### src/rtl/rxlim_pkg.sv
package rxlim_pkg;

    localparam int LIM_W     = 12;
    localparam int N_CLS     = 3;
    localparam int MAX_DEPTH = 2048;

    typedef enum logic [1:0] {
        CLS_P   = 2'b00,
        CLS_NP  = 2'b01,
        CLS_CPL = 2'b10
    } cls_e;

endpackage

### src/rtl/rxlim_class_counter.sv
module rxlim_class_counter #(
    parameter int W         = 12,
    parameter int INIT      = 0,
    parameter int MAX_DEPTH = 2048
) (
    input  logic         clk_i,
    input  logic         rst_i,
    input  logic         inc_i,
    output logic [W-1:0] cnt_o
);

    localparam logic [W-1:0] INIT_V = W'(INIT);

    if (INIT > MAX_DEPTH) begin : g_bad_depth
        $error("rxlim_class_counter: initial depth exceeds the allowed maximum");
    end

    always_ff @(posedge clk_i) begin
        if (rst_i) begin
            cnt_o <= INIT_V;
        end else if (inc_i) begin
            cnt_o <= cnt_o + 1'b1;
        end
    end

endmodule

### src/rtl/rxlim_slot_fsm.sv
module rxlim_slot_fsm
    import rxlim_pkg::*;
(
    input  logic clk_i,
    input  logic rst_i,
    output cls_e cls_o
);

    typedef enum logic [1:0] {
        SLOT_P   = 2'd0,
        SLOT_NP  = 2'd1,
        SLOT_CPL = 2'd2
    } slot_e;

    slot_e state_q;
    slot_e state_d;

    always_ff @(posedge clk_i) begin
        if (rst_i) begin
            state_q <= SLOT_P;
        end else begin
            state_q <= state_d;
        end
    end

    always_comb begin
        unique case (state_q)
            SLOT_P:   state_d = SLOT_NP;
            SLOT_NP:  state_d = SLOT_CPL;
            SLOT_CPL: state_d = SLOT_P;
            default:  state_d = SLOT_P;
        endcase
    end

    always_comb begin
        unique case (state_q)
            SLOT_P:   cls_o = CLS_P;
            SLOT_NP:  cls_o = CLS_NP;
            SLOT_CPL: cls_o = CLS_CPL;
            default:  cls_o = CLS_P;
        endcase
    end

endmodule

### src/rtl/rxlim_tdm_reporter.sv
module rxlim_tdm_reporter
    import rxlim_pkg::*;
#(
    parameter int P_DEPTH   = 256,
    parameter int NP_DEPTH  = 64,
    parameter int CPL_DEPTH = 128
) (
    input  logic             clk_i,
    input  logic             rst_i,
    input  logic [N_CLS-1:0] rel_i,
    output logic [LIM_W-1:0] lim_o,
    output logic [1:0]       lim_cls_o
);

    logic [LIM_W-1:0] cnt [N_CLS];
    cls_e             cls;

    for (genvar c = 0; c < N_CLS; c++) begin : g_cls
        localparam int DEPTH_C = (c == 0) ? P_DEPTH :
                                 (c == 1) ? NP_DEPTH : CPL_DEPTH;
        rxlim_class_counter #(
            .W         (LIM_W),
            .INIT      (DEPTH_C),
            .MAX_DEPTH (MAX_DEPTH)
        ) u_cnt (
            .clk_i (clk_i),
            .rst_i (rst_i),
            .inc_i (rel_i[c]),
            .cnt_o (cnt[c])
        );
    end

    rxlim_slot_fsm u_fsm (
        .clk_i (clk_i),
        .rst_i (rst_i),
        .cls_o (cls)
    );

    always_comb begin
        unique case (cls)
            CLS_P:   lim_o = cnt[0];
            CLS_NP:  lim_o = cnt[1];
            CLS_CPL: lim_o = cnt[2];
            default: lim_o = cnt[0];
        endcase
    end

    assign lim_cls_o = cls;

endmodule

### config.mk
export PLATFORM = sky130hd
export DESIGN_NAME = rxlim_tdm_reporter
export DESIGN_NICKNAME = d
export VERILOG_FILES = /design/src/rtl/rxlim_pkg.sv /design/src/rtl/rxlim_class_counter.sv /design/src/rtl/rxlim_slot_fsm.sv /design/src/rtl/rxlim_tdm_reporter.sv
export SDC_FILE = /design/constraint.sdc
export NUM_CORES = 1
export LEC_CHECK = 0
export BUFFER_PORTS_ARGS = -buffer_cell sky130_fd_sc_hd__buf_4
export CAP_MARGIN = 30
export CORE_ASPECT_RATIO = 0.9
export CORE_UTILIZATION = 58
export CTS_CLUSTER_DIAMETER = 150
export DETAILED_ROUTE_END_ITERATION = 12
export GPL_TIMING_DRIVEN = 0
export PLACE_DENSITY_LB_ADDON = 0.05
export SYNTH_ARGS = -nofsm -noshare
export SYNTH_HDL_FRONTEND = slang
export SYNTH_SLANG_ARGS = --single-unit
### constraint.sdc
create_clock -name clk_i -period 2.02 [get_ports clk_i]
set_clock_uncertainty 0.05 [all_clocks]
set_input_delay 0.101 -clock clk_i [delete_from_list [all_inputs] [get_ports clk_i]]
set_output_delay 0.101 -clock clk_i [all_outputs]
set_load 0.01 [all_outputs]
# After elaboration in Yosys (flattened, before gate mapping)
# Cells that the tools add are included.
[classes]
mul = 0
eq_ne = 4
shift = 0
order_cmp = 0
n_bitwise = 0
n_reduce_logical = 1
div = 0
add_sub_neg = 3
muxes = 3
[ops]
columns = ["operator", "n"]
rows = [
  ["$add 12x1->12 const B", 3],
  ["$pmux 12 s2", 1],
  ["$pmux 2 s2", 2],
  ["$eq 2x1->1 const B", 2],
  ["$eq 2x2->1 const B", 2],
  ["$logic_not 2->1", 1],
]
[word_totals]
mem_bits_ro = 0
out_inout_bits = 14
word_cells = 15
inputBits = 5
mem_count = 0
latchBits = 0
register_bits = 38
ramBits = 0

# Depth between registers and ports, before layout
[logic_depth]
ltp_word = 4
mapped_depth = 5
mapped_depth_nobuf = 4

# By module
# From an unflattened synthesis, not the netlist that was laid out.
[hier_totals]
hier_cells = 225
area_unflattened_um2 = 1944.4
[modules_own_cells]
columns = ["module", "area_each_um2", "instances", "cells_per_inst", "seq_area_each_um2"]
rows = [
  ["rxlim_class_counter (g_cls[0].u_cnt ...)", 533.0, 2, 58, 240.2],
  ["rxlim_class_counter (g_cls[2].u_cnt)", 521.8, 1, 58, 240.2],
  ["rxlim_tdm_reporter", 276.5, 1, 44, 0.0],
  ["rxlim_slot_fsm", 80.1, 1, 7, 40.0],
]

# Worst setup path before layout
# OpenSTA, ideal clock, no wires.
[synth_timing]
path_type = "reg-to-reg"
start = "reg g_cls[1].u_cnt.cnt_o[0]"
end = "reg g_cls[1].u_cnt.cnt_o[6]"
setup_ns = 0.132
arrival_ns = 1.319
n_path_buf = 0
path_slack_ns = 0.519
synth_period_minus_slack_ns = 1.501
path_stages_with_launch = 5
cell_sequence = "dfxtp_1 -> ha_1 -> nand3_1 -> o21ai_0 -> or3b_2"
[synth_between]
elab_chain_len = 1
[synth_lines]
columns = ["element", "line", "text"]
rows = [
  ["start, declared", "rxlim_class_counter.sv:9", "output logic [W-1:0] cnt_o"],
  ["start signal, assigned", "rxlim_class_counter.sv:22", "cnt_o <= cnt_o + 1'b1;"],
  ["$add 12x1->12", "rxlim_class_counter.sv:22", ""],
]
# No other way between the ends.
# A chain may end at the register's enable or synchronous reset.

# Worst setup path in the final report
[layout_timing]
start = "reg u_fsm.state_q[0]"
end = "out lim_o[6]"
[layout_between]
elab_chain_len = 4
word_cells_on_any_way = 6
classes_between = "4 x eq/ne; 2 x mux"
[layout_lines]
columns = ["element", "line", "text"]
rows = [
  ["start, declared", "rxlim_slot_fsm.sv:15", "slot_e state_q;"],
  ["start signal, assigned", "rxlim_slot_fsm.sv:22", "state_q <= state_d;"],
  ["$eq 2x2->1 / $eq 2x1->1 (equally long branches)", "rxlim_slot_fsm.sv:36", "unique case (state_q)"],
  ["$pmux 2 s2 *", "rxlim_slot_fsm.sv:36", ""],
  ["$eq 2x2->1 / $eq 2x1->1 (equally long branches)", "rxlim_tdm_reporter.sv:40", "unique case (cls)"],
  ["$pmux 12 s2 *", "rxlim_tdm_reporter.sv:40", ""],
  ["end, declared", "rxlim_tdm_reporter.sv:11", "output logic [LIM_W-1:0] lim_o,"],
]
# Every way passes the cells marked *; elsewhere a longest branch is shown, timed or not.

==> results.cfg <==
[pwr]
p_leak_nw = 0.7727
peakVddDrop_uv = 580.5
total_power_mw = 1.566
power.density_mw_per_mm2 = 710.2

[layout]
fin_util_pct = 70.79
fin_nets = 263
drive_gt1_share_pct = 14.74
fin_area_mm2 = 0.002205
n_antenna_cell = 0
area_growth_pct = 13.97

[cts]
numClockSinks = 38
numCtsBuffers = 5
cts_tree = done
h-tree-depth = 2
clk_path_buf_depth = 2
worstSkewPairLatency_ns = 0.30
clk_pin_slew_ns = 0.08
cts-root-buf = clkbuf_8

[critical_path]
rr_worst_depth = 4
required_ns = 1.87
cp_num_buf_inv = 3
crit_type = register to primary output
crit_path_max_incr_delay_ns = 0.39
cp.arrival_ns = 1.76
critPathCaptureType = primary output
rrSetupSlack_ns = 0.36
worstReg2RegStart = g_cls[1].u_cnt.cnt_o[0]
start_kind = register
path_cells = inv_1, ha_2, clkbuf_4, nor2_1, a21oi_1, buf_4
crit_path_top_delay_cell = dfxtp_1
crit_fanout = 10
crit_family = buffers and inverters
rr_endpoint = g_cls[1].u_cnt.cnt_o[6]

[place]
place_congestion = 0.8319
dp_slack_ns = 0.2785
dpl_cell_area_mm2 = 0.002100
hpwl_um = 3195
io_buffers = 15

[yosys]
yosysUniqueCellTypes = 28
netlist_top_cells_area = dfxtp_1 39%, a21oi_1 7.0%, nor2_1 6.0%, ha_1 5.2%, a22oi_1 4.7%
yosys_register_bits = 38
synth_nets = 241
yosysWarnings = 0
synth_area_mm2 = 0.001934
yosysTopAreaCellShare_pct = 39.33
yosys.area.top_type = dfxtp_1
postSynthCellCount = 228
syn_area_per_cell_um2 = 8.484
ys_seq_area_share_pct = 39.33

[timing]
hold_viol_final = 0
min_period_ns = 1.908
maxSlewViolCount = 0
period_share_pct = 94.45
fin_setup_tns_ns = 0
max_freq_mhz = 524.1
worst_slew_pin_slew_ns = 0.4876
rsz0062_at_grt = no
layout_setup_ws_ns = 0.1121
relSlewSlack_pct = 67.50
setup_viol = 0

[grt]
grt_pass1_vias = 1600
grt_overflow = 0
grt_pass1_wl_um = 7293
grt_max_degree = 14
met3_usage_pct = 5.894
antenna_found_initial = 0
track_usage_pct = 26.85
grt_util_met2_pct = 44.09
grt-busiest-layer = met2
grt_use_met1_pct = 33.08

[worst_hold_path]
min_from = rel_i[2]
hold_path_end = g_cls[2].u_cnt.cnt_o[1]
min_path_type = input port to register
hold_depth = 3

[die]
die_h_um = 56.79
core_mm2 = 0.003114
ios = 19
start_util_pct = 62.11
fp.dieW_um = 62.88
rows = 19
die-area_mm2 = 0.003570

[route]
drt-pass1-iter-count = 4
drt_iter0_drc = 164
wl_um = 4333
vias = 1716
drc = 0
wl_per_cell_um = 14.79
viasPerCell = 5.857
ant_nets = 0

[flow_run]
cap_violations = 0

[outcome]
outcome = finished, final reports clean
per-stage QoR:
stage          instances  hold WS, ns
6_report             293      0.05179
5_1_grt              293      0.09645
4_1_cts              294      0.05309
3_5_place_dp         285       0.2987
3_3_place_gp         285       0.3000
2_1_floorplan        228       0.1546
cell usage after synthesis, drive strengths merged:
cell type	n
mux2	3
clkbuf	8
dfxtp	38
inv	6
o21ai	9
ha	8
a21oi	27
o31a	2
a22oi	12
xor2	9
nor4	4
nand3	9
mux2i	3
or4	7
buf	4
or3	10
nand4	13
nand2	8
xnor2	3
nor3	2
or3b	1
nor2	31
o31ai	7
nor2b	4
state kept, by name, summed over array words and instances (netlist names):
signal and flops:
g_cls.u_cnt.cnt_o 36, u_fsm.state_q 2
worst reg2reg max path: cells and delay by family (launching register included):
family	cells	cell delay, ns
compound gates	1	0.18
flops	1	0.47
simple gates	2	0.59
fa+ha+maj	1	0.25
cell type report:
cell class	count	area (um2)
fillers	273	909.6
plain buffers	11	57.56
multi-input cells	172	1099
well taps	42	52.55
flip-flops and latches	38	760.7
clock inverters	3	21.27
clock buffers	5	68.82
repair buffers	16	122.6
inverters	6	22.52
kinds of logic after synthesis:
| family | synth area share [%] |
|---|---|
| simple gates | 25.16 |
| compound gates | 17.59 |
| flops | 39.33 |
| buf+inv | 4.010 |
| xor+xnor | 5.434 |
| fa+ha+maj | 5.175 |
| mux | 3.299 |
how the worst max path moves through the flow:
stage / start / to / depth (start not counted)
floorplan: g_cls[1].u_cnt.cnt_o[0] / g_cls[1].u_cnt.cnt_o[6] / 4
global placement: u_fsm.state_q[0] / lim_o[5] / 6
detailed placement: u_fsm.state_q[0] / lim_o[6] / 6
CTS: u_fsm.state_q[0] / lim_o[6] / 5
global route: u_fsm.state_q[0] / lim_o[6] / 6
finish: u_fsm.state_q[0] / lim_o[6] / 6
metal layers:
metal | part of all wire [%] | wire, um | up-vias
li1 | - | - | 875
met2 | 46 | 1991 | 46
met3 | 5.5 | 237 | 7
met1 | 47 | 2037 | 788
met5 | 0 | 0 | -
met4 | 1.6 | 68 | 0
what timing repair did:
item,in CTS,in global routing
gates resized for setup,1,7
setup endpoints to repair,8,10
hold buffers,1,0
buffers inserted,0,0
hold endpoints to repair,2,0
pin swaps,0,0
report_power, final:
group          leakage (nW)  total (mW)  internal (mW)  switching, mW
Combinational         0.421       0.247          0.113          0.133
Sequential            0.308       0.788          0.765         0.0234
Clock                0.0441       0.531          0.242          0.288
Total                 0.773        1.57           1.12          0.445
layout by cell type, fill, tap and decap left out, drive strengths merged, types with 3 or more instances in the layout:
master and count:
clkbuf 12, dfxtp 38, xor2 9, o21ai 9
ha 8, mux2 3, mux2i 3, a21oi 27
a22oi 12, xnor2 3, nor2b 4, nor2 31
nand4 13, nand2 8, o31ai 7, nor4 4
nand3 9, buf 19, or3 10, inv 6
or4 7
(Power assumes the default switching activity.)
